File: src/rtl/mdll_ctrl_pkg.sv
package mdll_ctrl_pkg;

    // Oscillator input select encoding
    typedef enum logic [1:0] {
        MODE_RING   = 2'b00,
        MODE_SUPPLY = 2'b01,
        MODE_REFINJ = 2'b10
    } osc_mode_e;

    // One window decision as seen by the loop logic
    typedef struct packed {
        logic valid;   // enabled window boundary
        logic early;   // 1: oscillator early, lengthen delay
    } win_dec_t;

    // Mode rotation: three modes while unlocked, two once locked
    function automatic osc_mode_e next_mode(osc_mode_e cur, logic is_locked);
        case (cur)
            MODE_RING:   return is_locked ? MODE_REFINJ : MODE_SUPPLY;
            MODE_SUPPLY: return MODE_REFINJ;
            default:     return MODE_RING;
        endcase
    endfunction

endpackage

File: src/rtl/mdll_loop_accum.sv
module mdll_loop_accum
    import mdll_ctrl_pkg::*;
#(
    parameter int unsigned ACC_W = 10
) (
    input  logic             clk,
    input  logic             rst,
    input  win_dec_t         step,
    output logic [ACC_W-1:0] acc
);
    localparam logic [ACC_W-1:0] ACC_TOP = '1;
    localparam logic [ACC_W-1:0] ACC_ONE = {{(ACC_W-1){1'b0}}, 1'b1};

    always_ff @(posedge clk) begin
        if (rst) begin
            acc <= '0;
        end else if (step.valid) begin
            if (step.early) begin
                if (acc != ACC_TOP) acc <= acc + ACC_ONE;
            end else begin
                if (acc != '0) acc <= acc - ACC_ONE;
            end
        end
    end
endmodule

File: src/rtl/mdll_delay_decode.sv
module mdll_delay_decode #(
    parameter int unsigned ACC_W    = 10,
    parameter int unsigned COARSE_W = 4
) (
    input  logic [ACC_W-1:0]          acc,
    output logic [(2**COARSE_W)-1:0]  therm,
    output logic [ACC_W-COARSE_W-1:0] fine
);
    localparam int unsigned THERM_W = 2 ** COARSE_W;
    localparam int unsigned FINE_W  = ACC_W - COARSE_W;

    logic [COARSE_W-1:0] coarse;
    assign coarse = acc[ACC_W-1 -: COARSE_W];
    assign fine   = acc[FINE_W-1:0];

    for (genvar gi = 0; gi < THERM_W; gi++) begin : g_therm
        assign therm[gi] = (coarse > COARSE_W'(gi));
    end
endmodule

File: src/rtl/mdll_lock_detect.sv
module mdll_lock_detect
    import mdll_ctrl_pkg::*;
#(
    parameter int unsigned LOCK_RUN = 8
) (
    input  logic     clk,
    input  logic     rst,
    input  logic     enable,
    input  win_dec_t step,
    output logic     locked
);
    localparam int unsigned     RUN_W   = $clog2(LOCK_RUN + 1);
    localparam logic [RUN_W-1:0] RUN_TOP = RUN_W'(LOCK_RUN);
    localparam logic [RUN_W-1:0] RUN_ONE = {{(RUN_W-1){1'b0}}, 1'b1};

    logic             have_prev;
    logic             prev_early;
    logic [RUN_W-1:0] run_q;
    logic [RUN_W-1:0] run_nx;
    logic             alt;

    always_comb begin
        alt = have_prev && (step.early != prev_early);
        if (!alt)                run_nx = '0;
        else if (run_q == RUN_TOP) run_nx = run_q;
        else                     run_nx = run_q + RUN_ONE;
    end

    always_ff @(posedge clk) begin
        if (rst || !enable) begin
            have_prev  <= 1'b0;
            prev_early <= 1'b0;
            run_q      <= '0;
            locked     <= 1'b0;
        end else if (step.valid) begin
            have_prev  <= 1'b1;
            prev_early <= step.early;
            run_q      <= run_nx;
            if (run_nx == RUN_TOP) locked <= 1'b1;
        end
    end
endmodule

File: src/rtl/mdll_mode_seq.sv
module mdll_mode_seq
    import mdll_ctrl_pkg::*;
(
    input  logic      clk,
    input  logic      rst,
    input  logic      enable,
    input  logic      advance,
    input  logic      is_locked,
    output osc_mode_e mode
);
    always_ff @(posedge clk) begin
        if (rst || !enable) mode <= MODE_RING;
        else if (advance)   mode <= next_mode(mode, is_locked);
    end
endmodule

File: src/rtl/mdll_loop_ctrl.sv
module mdll_loop_ctrl
    import mdll_ctrl_pkg::*;
#(
    parameter int unsigned ACC_W    = 10,
    parameter int unsigned COARSE_W = 4,
    parameter int unsigned LOCK_RUN = 8
) (
    input  logic                        clk,
    input  logic                        rst,
    input  logic                        enable,
    input  logic                        win_strobe,
    input  logic                        early_late,
    output logic [(2**COARSE_W)-1:0]    coarse_therm,
    output logic [ACC_W-COARSE_W-1:0]   fine_code,
    output logic [1:0]                  mode_sel,
    output logic                        locked
);
    win_dec_t         step;
    logic [ACC_W-1:0] acc_q;
    osc_mode_e        mode_q;
    logic             lock_q;

    assign step.valid = enable && win_strobe;
    assign step.early = early_late;

    mdll_loop_accum #(.ACC_W(ACC_W)) u_accum (
        .clk  (clk),
        .rst  (rst),
        .step (step),
        .acc  (acc_q)
    );

    mdll_delay_decode #(.ACC_W(ACC_W), .COARSE_W(COARSE_W)) u_decode (
        .acc   (acc_q),
        .therm (coarse_therm),
        .fine  (fine_code)
    );

    mdll_lock_detect #(.LOCK_RUN(LOCK_RUN)) u_lock (
        .clk    (clk),
        .rst    (rst),
        .enable (enable),
        .step   (step),
        .locked (lock_q)
    );

    mdll_mode_seq u_mode (
        .clk       (clk),
        .rst       (rst),
        .enable    (enable),
        .advance   (step.valid),
        .is_locked (lock_q),
        .mode      (mode_q)
    );

    assign mode_sel = mode_q;
    assign locked   = lock_q;
endmodule

File: config.mk
export PLATFORM = sky130hd
export DESIGN_NAME = mdll_loop_ctrl
export DESIGN_NICKNAME = d
export VERILOG_FILES = /design/src/rtl/mdll_ctrl_pkg.sv /design/src/rtl/mdll_loop_accum.sv /design/src/rtl/mdll_delay_decode.sv /design/src/rtl/mdll_lock_detect.sv /design/src/rtl/mdll_mode_seq.sv /design/src/rtl/mdll_loop_ctrl.sv
export SDC_FILE = /design/constraint.sdc
export NUM_CORES = 1
export LEC_CHECK = 0
export ABC_AREA = 1
export BUFFER_PORTS_ARGS = -buffer_cell sky130_fd_sc_hd__buf_4
export CAP_MARGIN = 20
export CORE_ASPECT_RATIO = 0.5
export CORE_MARGIN = 2
export CORE_UTILIZATION = 40
export DETAILED_ROUTE_END_ITERATION = 8
export GPL_ROUTABILITY_DRIVEN = 0
export SLEW_MARGIN = 40
export SYNTH_ARGS = -nofsm -noshare
export SYNTH_HDL_FRONTEND = slang
export SYNTH_HIERARCHICAL = 1
export SYNTH_SLANG_ARGS = --single-unit
File: constraint.sdc
create_clock -name clk -period 3.35 [get_ports clk]
set_input_delay 0.8375 -clock clk [delete_from_list [all_inputs] [get_ports clk]]
set_output_delay 0.8375 -clock clk [all_outputs]
set_load 0.02 [all_outputs]
# [Yosys cells after proc, flatten, opt, wreduce, memory -nomap -nowiden]
# Index checks and enable logic that the tools add are counted.
[word_totals] register_bits=19 input_bits=5 output_inout_bits=25 word_cells=47
[op_classes] n_addsub=3 magnitude_cmp=16 eq_ne=6 n_mux=7 reduce_logical=9
[ops] op="4-bit greater-than comparator, second input constant" n=8
[ops] op="10-bit 2-to-1 mux" n=3
[ops] op="4-bit by 3-bit greater-than comparator with 1-bit output, second input constant" n=4
[ops] op="10-bit by 1-bit adder with 10-bit output, second input constant" n=1
[ops] op="10-bit != test, second input constant" n=1
[ops] op="10-bit nonzero test" n=1
[ops] op="10-bit by 1-bit subtractor with 10-bit output, second input constant" n=1
[ops] op="4-bit == test, second input constant" n=2
[ops] op="4-bit by 1-bit greater-than comparator with 1-bit output, second input constant" n=2
[ops] op="4-bit by 2-bit greater-than comparator with 1-bit output, second input constant" n=2
[ops] op="4-bit 2-to-1 mux" n=2
[ops] op="4-bit by 1-bit adder with 4-bit output, second input constant" n=1
[ops] op="2-bit case mux with 2 select lines" n=1
[ops] op="3-bit AND reduction" n=1
[ops] op="2-bit by 1-bit == test with 1-bit output, second input constant" n=1
[ops] op="1-bit logical AND" n=2
[ops] op="2-bit logical NOT" n=1
[ops] op="2-bit 2-to-1 mux" n=1
[ops] op="2-bit by 1-bit != test with 1-bit output, second input constant" n=1
[ops] op="2-bit AND reduction" n=1
[ops] op="2-bit nonzero test" n=1
[ops] op="1-bit logical NOT" n=1
[ops] op="1-bit logical OR" n=1
[ops] op="1-bit != test" n=1

# [Longest topological paths before layout]
[logic_depth] ltp_word=5 depth_mapped=12 mapped_depth_nobuf=12

# [Modules after synthesis]
# Netlist, hierarchy kept.
[modules_own_cells] mod="mdll_loop_accum" instances=1 cells_each=149 area_each_um2=899.6
[modules_own_cells] mod="mdll_lock_detect" instances=1 cells_each=55 area_each_um2=402.9
[modules_own_cells] mod="mdll_delay_decode" instances=1 cells_each=34 area_each_um2=158.9
[modules_own_cells] mod="mdll_mode_seq" instances=1 cells_each=16 area_each_um2=97.6
[modules_own_cells] mod="mdll_loop_ctrl" instances=1 cells_each=2 area_each_um2=7.5

# [Least setup slack after synthesis]
# OpenSTA, ideal clock, no wires.
[synth_path] path_type="input port to flip-flop" from="input port early_late" to="register u_accum.acc[9]" setup_time_ns=0.109 t_arrival_ns=1.946 path_slack_ns=1.295 path_stages=10 n_path_buf=0 cell_sequence="inv_1 ha_1 a21oi_1 nand2_1 nand2_1 nand3_1 nand2_1 nand3_1 nand2_1 inv_1"
[synth_via] elab_chain_cells=2 word_cells_on_any_way=4 cone_classes="1 x eq/ne; 1 x mux; 2 x reduce/logical"
[synth_rtl] element="from (decl)" line_no="mdll_loop_ctrl.sv:12" rtl="input logic early_late,"
[synth_rtl] element="2-bit by 1-bit != test with 1-bit output (no source line) or 2-bit nonzero test (tied branches)"
[synth_rtl] element="3-bit AND reduction (no source line)"
[synth_rtl] element="to (signal assigned)" line_no="mdll_loop_accum.sv:19" rtl="if (acc != ACC_TOP) acc <= acc + ACC_ONE;"
[synth_rtl] element="to (signal assigned)" line_no="mdll_loop_accum.sv:21" rtl="if (acc != '0) acc <= acc - ACC_ONE;"
[synth_rtl] element="to (decl)" line_no="mdll_loop_accum.sv:9" rtl="output logic [ACC_W-1:0] acc"
# Several ways; a longest one is shown, not always the timed one.
# A chain may end at the register's enable or synchronous reset.

# [Worst setup path in the final report]
# Ends and elaborated chain as after synthesis.

==> out/results.ini <==
[global_routing]
grt_pass1_vias = 1206
grt_pass1_wl_um = 5257
grt_start_max_net_pins = 14
gr-total-overflow = 0
track_usage = 0.1537
antenna_found_initial = 0

[routing]
wl_met1_um = 1674
routed_via_density = 4.568
drc = 0
first_iter_violations = 77
wl_met3_um = 162
route.met2.wl_um = 1551
maxUsedRoutingLayer = met4
drt-total-wl_um = 3402
ant_nets = 0
dr.pass1.iters = 4
vias = 1521
wl_per_cell_um = 10.22

[clocking]
cts.root.buffer_cell = clkbuf_8
cts_tree = done
clkSlewWorstSetupHoldPaths_ns = 0.08
htreeDepth = 1
cts_setup_buffers = 0
cts-buffers-inserted = 3
hold_buffers = 0
ctsResizeCount = 0
clk_path_buf_depth = 2
clock_latency_ns = 0.26
cts.sinks = 19

[timing]
finalSetupViolCount = 0
rsz0062_at_grt = false
period_needed_ns = 2.144
max_freq_mhz = 466.4
slew_viol_final = 0
skew_ns = 0.002781
hold_violations = 0
setup_tns_ns = 0
whs_ns = 0.4942
period_share = 0.6401

[final_layout]
syn2layout_area_growth_pct = 16.53
nets = 296
fin_area_um2 = 1826
final_cell_mix = nand2_1, inv_1, nor2_1, buf_4, a21oi_1
final_common_cell = nand2_1
final_cells = 333
fin_util = 0.4774
diodes = 0
nFillCells = 401
drive_above_1_share = 0.1720

[yosys]
synth-edff-count = 0
synth-main-ff-cell = dfxtp_1
ys_types = 29
async_reset_ff_frac = 0
syn_inst = 256
ys_warn_count = 6
syn_nets = 272
syn_avg_cell_area_um2 = 6.119
synth_area_um2 = 1567
synth-seq-area-share = 0.2428
ys_ff_latch = 19

[die]
die-height_um = 48.25
coreArea_um2 = 3824
ios = 30
dieWidth_um = 92.50
rows = 16
dieArea_um2 = 4463
start_util = 0.4097

[place]
portBuffers = 28
place_area_um2 = 1777
dp_cells = 329
dp_hpwl_um = 2610

[critical_path]
rrSetupSlack_ns = 1.53
cp_slowest_stage_delay_ns = 0.33
critical_path.startpoint_type = input port
worstPathRequired_ns = 3.52
crit_path_end_kind = register
crit_top_cell = nand2_1
timing.rr.end = u_accum/acc[8]
crit_type = input port to register
cp_slowest_cell = ha_1
crit_arrival_ns = 2.32
worstRegToRegCells = 8
path_max_fanout = 8
crit_chain = buf_4 -> inv_1 -> ha_1 -> a21oi_1 -> nand2_1 -> nand2_1 -> nand3_1 -> nand2_1 -> nand3_1 -> nand2_1 -> inv_1
timing.rr.start = u_accum/acc[0]

[pwr]
powerDensity_nw_per_um2 = 364.3
cellLeakagePower_nw = 0.9164
seq_power_share = 0.394
p_sw_w = 0.0002504
peakVddDrop_uv = 179.5
internal_power_w = 0.0004146
swShare = 0.3765
p_comb_frac = 0.347
p_clk_frac = 0.259

[outcome]
status = finished clean

[min_path]
hp-class = register to register
hp-start = u_lock/locked
holdPathStages = 2
min_to = u_lock/locked

[run]
maxCapViolations = 0

[how the worst max path moves through the flow]
stage               startpoint              to  slack [ns]
finish              early_late  u_accum/acc[9]        1.21
global route        early_late  u_accum/acc[9]        1.03
CTS                 early_late  u_accum/acc[9]        1.21
detailed placement  early_late  u_accum/acc[9]        0.93
global placement    early_late  u_accum/acc[9]        0.99
floorplan           early_late  u_accum/acc[9]        1.30
[synth_stat cells, drive strengths merged, types with 2 or more instances]
library cell / instances / area share
nor2: 33 / 0.092
buf: 8 / 0.041
a21oi: 22 / 0.075
nand3: 16 / 0.058
dfxtp: 19 / 0.24
inv: 45 / 0.11
o21ai: 12 / 0.041
ha: 10 / 0.080
nand2: 75 / 0.18
xor2: 2 / 0.011
nand4: 4 / 0.016
xnor2: 2 / 0.011
[cell type report]
| type | count | area (µm²) | area share |
|---|---|---|---|
| multi-input combinational | 183 | 949.7 | 0.5202 |
| sequential | 19 | 380.4 | 0.2084 |
| timing repair buffer | 28 | 210.2 | 0.1151 |
| inverter | 45 | 168.9 | 0.09253 |
| tap | 54 | 67.56 | 0.03701 |
| clock buffer | 3 | 41.29 | 0.02262 |
| clock inverter | 1 | 7.507 | 0.004112 |
[sequential cells by signal, summed over array words and instances, names as in the netlist]
| signal | cells |
|---|---|
| u_mode/mode | 2 |
| u_lock/run_q | 4 |
| u_lock/have_prev | 1 |
| u_accum/acc | 10 |
| u_lock/prev_early | 1 |
| u_lock/locked | 1 |
[cells by family after synthesis]
kind of cell	share of synthesized area
AO/OA/AOI/OAI	0.1254
XOR/XNOR	0.02237
adder cells (fa/ha/maj)	0.09265
buffers and inverters	0.1510
flip-flops	0.2428
other	0.002394
AND/OR/NAND/NOR	0.3634
[through the flow]
| stage | worst slack [ns] | total power [W] |
|---|---|---|
| finish | 1.206 | 0.0006651 |
| global route | 1.031 | 0.0007135 |
| CTS | 1.210 | 0.0006750 |
| detailed placement | 0.9282 | 0.0004990 |
| global placement | 0.9852 | 0.0004956 |
| floorplan | 1.295 | 0.0004374 |
[power by group through the flow]
stage	clock network, W	logic [W]	registers, W
after floorplan	0	0.000176	0.000261
after global placement	0	0.000228	0.000267
after detailed placement	0	0.000231	0.000268
after CTS	0.000180	0.000232	0.000262
after global routing	0.000190	0.000258	0.000265
final	0.000172	0.000231	0.000262
[routing by layer]
metal / global-route usage / up-vias
met2: 0.2774 / 26
met4: 0.03284 / 0
li1: - / 838
met5: 0 / -
met3: 0.04482 / 2
met1: 0.1920 / 655
[worst max-delay path: cells and delay by family]
kind                       cells  cell delay (ns)
buffers and inverters          3             0.40
AOI/OAI and AO/OA              1             0.32
adders and majority gates      1             0.33
and+or+nand+nor                6             0.41
(Power assumes the default switching activity.)
